File: config.mk
export PLATFORM = sky130hd
export DESIGN_NAME = gs_addr_gen
export DESIGN_NICKNAME = d
export VERILOG_FILES = /design/src/rtl/gs_addr_pkg.sv /design/src/rtl/gs_group_counter.sv /design/src/rtl/gs_step_calc.sv /design/src/rtl/gs_addr_gen.sv
export SDC_FILE = /design/constraint.sdc
export NUM_CORES = 1
export LEC_CHECK = 0
export ABC_CLOCK_PERIOD_IN_PS = 3650
export BUFFER_PORTS_ARGS = -buffer_cell sky130_fd_sc_hd__buf_2
export CAP_MARGIN = 10
export CORE_ASPECT_RATIO = 0.6
export CORE_MARGIN = 2
export CORE_UTILIZATION = 51
export CTS_CLUSTER_SIZE = 20
export DETAILED_ROUTE_END_ITERATION = 10
export PLACE_DENSITY = 0.77
export SYNTH_ARGS = -nofsm -noshare
export SYNTH_HDL_FRONTEND = slang
export SYNTH_SLANG_ARGS = --single-unit
File: constraint.sdc
create_clock -name clk -period 3.65 [get_ports clk]
set_input_delay 0.9125 -clock clk [delete_from_list [all_inputs] [get_ports clk]]
set_output_delay 0.9125 -clock clk [all_outputs]
set_load 0.02 [all_outputs]
File: src/rtl/gs_addr_pkg.sv
package gs_addr_pkg;

  typedef enum logic [1:0] {
    AM_INCR  = 2'b00,
    AM_FIXED = 2'b01,
    AM_GS    = 2'b10,
    AM_SPARE = 2'b11
  } addr_mode_e;

  // log2 of the item width in bytes
  function automatic logic [1:0] width_shift(input logic [1:0] code);
    case (code)
      2'b00:   width_shift = 2'd0;
      2'b01:   width_shift = 2'd1;
      default: width_shift = 2'd2;
    endcase
  endfunction

endpackage

File: src/rtl/gs_group_counter.sv
module gs_group_counter #(
  parameter int CNT_W = 8
) (
  input  logic             clk,
  input  logic             rst_n,
  input  logic             clear,
  input  logic             advance,
  input  logic             enable,
  input  logic [CNT_W-1:0] count,
  output logic             group_last
);
  logic [CNT_W-1:0] pos_q;

  // out-of-range position (count lowered mid-run) also closes the group
  assign group_last = enable && (pos_q >= count - 1'b1);

  always_ff @(posedge clk or negedge rst_n) begin
    if (!rst_n)
      pos_q <= '0;
    else if (clear)
      pos_q <= '0;
    else if (advance && enable)
      pos_q <= group_last ? '0 : pos_q + 1'b1;
  end
endmodule

File: src/rtl/gs_step_calc.sv
module gs_step_calc
  import gs_addr_pkg::*;
#(
  parameter int ADDR_W = 32,
  parameter int GAP_W  = 8
) (
  input  logic [1:0]        width_code,
  input  addr_mode_e        mode,
  input  logic              group_last,
  input  logic [GAP_W-1:0]  gap_items,
  output logic [ADDR_W-1:0] step
);
  logic [1:0]        shamt;
  logic [ADDR_W-1:0] unit;
  logic [ADDR_W-1:0] gap_bytes;

  assign shamt     = width_shift(width_code);
  assign unit      = ADDR_W'(1) << shamt;
  assign gap_bytes = ADDR_W'(gap_items) << shamt;

  always_comb begin
    case (mode)
      AM_FIXED: step = '0;
      AM_GS:    step = group_last ? unit + gap_bytes : unit;
      default:  step = unit;
    endcase
  end
endmodule

File: src/rtl/gs_addr_gen.sv
module gs_addr_gen
  import gs_addr_pkg::*;
#(
  parameter int ADDR_W = 32,
  parameter int CNT_W  = 8,
  parameter int GAP_W  = 8
) (
  input  logic              clk,
  input  logic              rst_n,
  input  logic              start,
  input  logic [ADDR_W-1:0] start_addr,
  input  logic [1:0]        width_code,
  input  logic [1:0]        mode,
  input  logic [CNT_W-1:0]  grp_count,
  input  logic [GAP_W-1:0]  gap_items,
  input  logic              beat,
  input  logic              block_end,
  input  logic              reload_en,
  output logic [ADDR_W-1:0] addr
);
  addr_mode_e        mode_e;
  logic              do_reload;
  logic              grp_on;
  logic              grp_last;
  logic [ADDR_W-1:0] step;
  logic [ADDR_W-1:0] addr_q;
  logic [ADDR_W-1:0] shadow_q;

  assign mode_e    = addr_mode_e'(mode);
  assign do_reload = beat && block_end && reload_en;
  assign grp_on    = (mode_e == AM_GS) && (grp_count != '0);

  gs_group_counter #(.CNT_W(CNT_W)) u_grp (
    .clk        (clk),
    .rst_n      (rst_n),
    .clear      (start || do_reload),
    .advance    (beat),
    .enable     (grp_on),
    .count      (grp_count),
    .group_last (grp_last)
  );

  gs_step_calc #(.ADDR_W(ADDR_W), .GAP_W(GAP_W)) u_step (
    .width_code (width_code),
    .mode       (mode_e),
    .group_last (grp_last),
    .gap_items  (gap_items),
    .step       (step)
  );

  always_ff @(posedge clk or negedge rst_n) begin
    if (!rst_n) begin
      addr_q   <= '0;
      shadow_q <= '0;
    end else if (start) begin
      addr_q   <= start_addr;
      shadow_q <= start_addr;
    end else if (do_reload) begin
      addr_q   <= shadow_q;
    end else if (beat) begin
      addr_q   <= addr_q + step;
    end
  end

  assign addr = addr_q;
endmodule

==> results.json <==
{
  "status": "complete, but fails checks",
  "violations": "negative setup slack",
  "synth-edff-count": 0,
  "synthTopCellsByArea": "dfrtp_1, ha_1, o21ai_0",
  "layout_commonest_cell": "buf_4",
  "p_per_area_nw_per_um2": 348,
  "grt_overflow": 0,
  "slew_headroom": 0.231,
  "syn_inst": 565,
  "path_delay_family": "compound AO/OA/AOI/OAI gates",
  "grt_max_degree": 73,
  "final_cell_mix": "buf_4, buf_2, dfrtp_1, nand2_1, o21ai_0",
  "cts-root-buf": "clkbuf_16",
  "cp-start-kind": "input port",
  "drtIter0Drc": 602,
  "required_ps": 3880,
  "drt-pass1-iter-count": 6,
  "synth_top_area_share": 0.356,
  "place_congestion": 0.933,
  "drc": 0,
  "period_minus_slack_ps": 4530,
  "wl_per_cell_um": 19.9,
  "syn_avg_cell_area_um2": 8.96,
  "hold_path_class": "reg -> reg",
  "skew_ps": 4.75,
  "power_uw": 2550,
  "io_buffers": 89,
  "clk_pin_slew_worst_paths_ps": 60,
  "drive_gt1_frac": 0.426,
  "ys.flop_type": "dfrtp_1",
  "synth.distinct_cells": 69,
  "rows": 28,
  "antenna_found_initial": 0,
  "via_count": 5460,
  "die_area_um2": 10800,
  "final_util": 0.749,
  "grt_pass1_wl_um": 25100,
  "met3WireLength_um": 1790,
  "start_util": 0.518,
  "drt-met1-wl_um": 7600,
  "synth_seq_cells": 72,
  "cts_max_level": 3,
  "die-width_um": 133,
  "coreArea_um2": 9770,
  "crit_path_cell_trace": "buf_6 -> nor3_4 -> nand2_1 -> xor2_1 -> ha_1 -> a211o_1 -> o32a_1 -> nand3_2 -> or2_4 -> buf_12 -> o32ai_2 -> ha_2 -> fa_2 -> a211oi_4 -> o21ai_2 -> a41o_4 -> buf_4 -> a31oi_1 -> o21ai_1 -> a22o_1",
  "cp_max_fo": 4,
  "yosysSeqAreaShare": 0.356,
  "nets": 833,
  "cts_tree": "done",
  "syn_to_final_growth_pct": 44.5,
  "routed_wl_um": 17600,
  "whs_ps": 502,
  "grt_usage": 0.299,
  "fp.dieH_um": 81.2,
  "tightest_slew_ps": 1150,
  "synth.yosys.warnings": 0,
  "grt_pass1_vias": 4893,
  "viasPerCell": 6.17,
  "worstPathArrival_ps": 4760,
  "final_hold_viol_count": 0,
  "numCtsBuffers": 9,
  "fin_crit_sh": 1.24,
  "worstSetupPathType": "in -> reg",
  "leakagePower_uw": 0.00330,
  "cts_max_path_buffers": 2,
  "max_stage_delay_ps": 380,
  "rsz0062_at_grt": "yes",
  "placed_cell_area_um2": 6230,
  "peakVddDrop_mv": 0.315,
  "setup_viol": 31,
  "wl_met2_um": 7760,
  "yosysTopAreaCell": "dfrtp_1",
  "slew_violations": 0,
  "insertion_delay_ps": 340,
  "fin_ws_ps": -880,
  "ant_nets": 0,
  "place_hpwl_um": 11100,
  "ioPinCount": 90,
  "critPathBufInv": 3,
  "highest_layer": "met4",
  "multiInputGateArea_um2": 3610,
  "mappedNetlistArea_um2": 5060,
  "nFillCells": 639,
  "setup.worst_path.end_class": "register",
  "cp_slowest_cell": "fa_2",
  "fmax_mhz": 221,
  "regArea_um2": 1800,
  "synthArstFlopShare": 1.00,
  "maxCapViolCount": 0,
  "design_area_um2": 7320,
  "cts.sinks": 72
}
kinds of logic after synthesis:
logic type / synth area share
flops: 0.356
fa+ha+maj: 0.0771
mux: 0.0489
compound gates: 0.258
simple gates: 0.150
buf+inv: 0.0546
xor+xnor: 0.0553
other cells: 0.000740
routing by layer:
metal / track usage / vias up
li1: - / 2452
met1: 0.435 / 2615
met5: 0 / -
met3: 0.0730 / 60
met4: 0.0968 / 0
met2: 0.438 / 333
flip-flops by register name, indices dropped and copies added (netlist names):
register,cells
shadow_q,32
u_grp.pos_q,8
addr,32
synth_stat cells, types with 3 or more instances:
master and n:
a22o_1 3, nand3b_1 4, mux2_2 14, o21bai_1 3, nand4_1 5, clkbuf_1 21
o21ai_0 60, a211o_1 4, nor3_1 14, o32ai_1 3, or2_2 3, nand2b_1 6
nor4_1 3, clkbuf_8 3, a21o_1 4, and2_1 3, a21oi_1 31, dfrtp_1 72
ha_1 28, xor2_1 13, a211oi_1 11, mux2i_1 9, o211ai_1 6, xnor2_1 19
and3_1 9, a31oi_1 11, and3_2 3, o221ai_1 13, nand2_1 55, nand3_1 11
inv_1 31, nor2_1 32, o22ai_1 5, a311o_1 3
worst min-delay path, stage by stage, from the launching register on:
cell and delay, ps:
dfrtp_1 330, nand2_1 70, nand2_1 60
report_power, final:
part	leakage (µW)	total [µW]	switching, µW	internal [µW]
sequential	0.000886	954	82.7	871
clock	0.000130	836	363	474
combinational	0.00228	757	419	338
layout make-up:
type / count / area share
flip-flops and latches: 72 / 0.246
clock buffers: 10 / 0.0326
well taps: 135 / 0.0231
repair buffers: 196 / 0.183
multi-input cells: 434 / 0.493
diodes: 1 / 0.000342
inverters: 32 / 0.0174
clock inverters: 5 / 0.00462
through the flow:
stage,setup TNS (ps),setup WS (ps),std cells
6_report,-22110,-880,885
3_5_place_dp,-33570,-1250,839
2_1_floorplan,-18710,-911,566
3_3_place_gp,-29000,-1100,839
5_1_grt,-27490,-1080,884
4_1_cts,-18270,-731,865
final timing paths:
check | start | end | slack, ps | depth (start not counted)
worst max-delay path | grp_count[2] | addr[18] | -880 | 20
worst min-delay path | shadow_q[24] | shadow_q[24] | 500 | 2
worst max register to register | u_grp.pos_q[5] | addr[18] | -150 | 16
worst min register to register | shadow_q[24] | shadow_q[24] | 500 | 2
max in group asynchronous | rst_n | addr[23] | 2210 | 2
min in group asynchronous | rst_n | addr[5] | 790 | 2
repair_timing:
action                                  CTS  global route
pin swaps                                52            62
gates resized for setup                  71            48
endpoints found under the setup margin   31            31
buffers inserted                         10            20
hold buffers                              0             0
cloned                                    1             0
No activity file was read; power rests on OpenSTA's default activity.
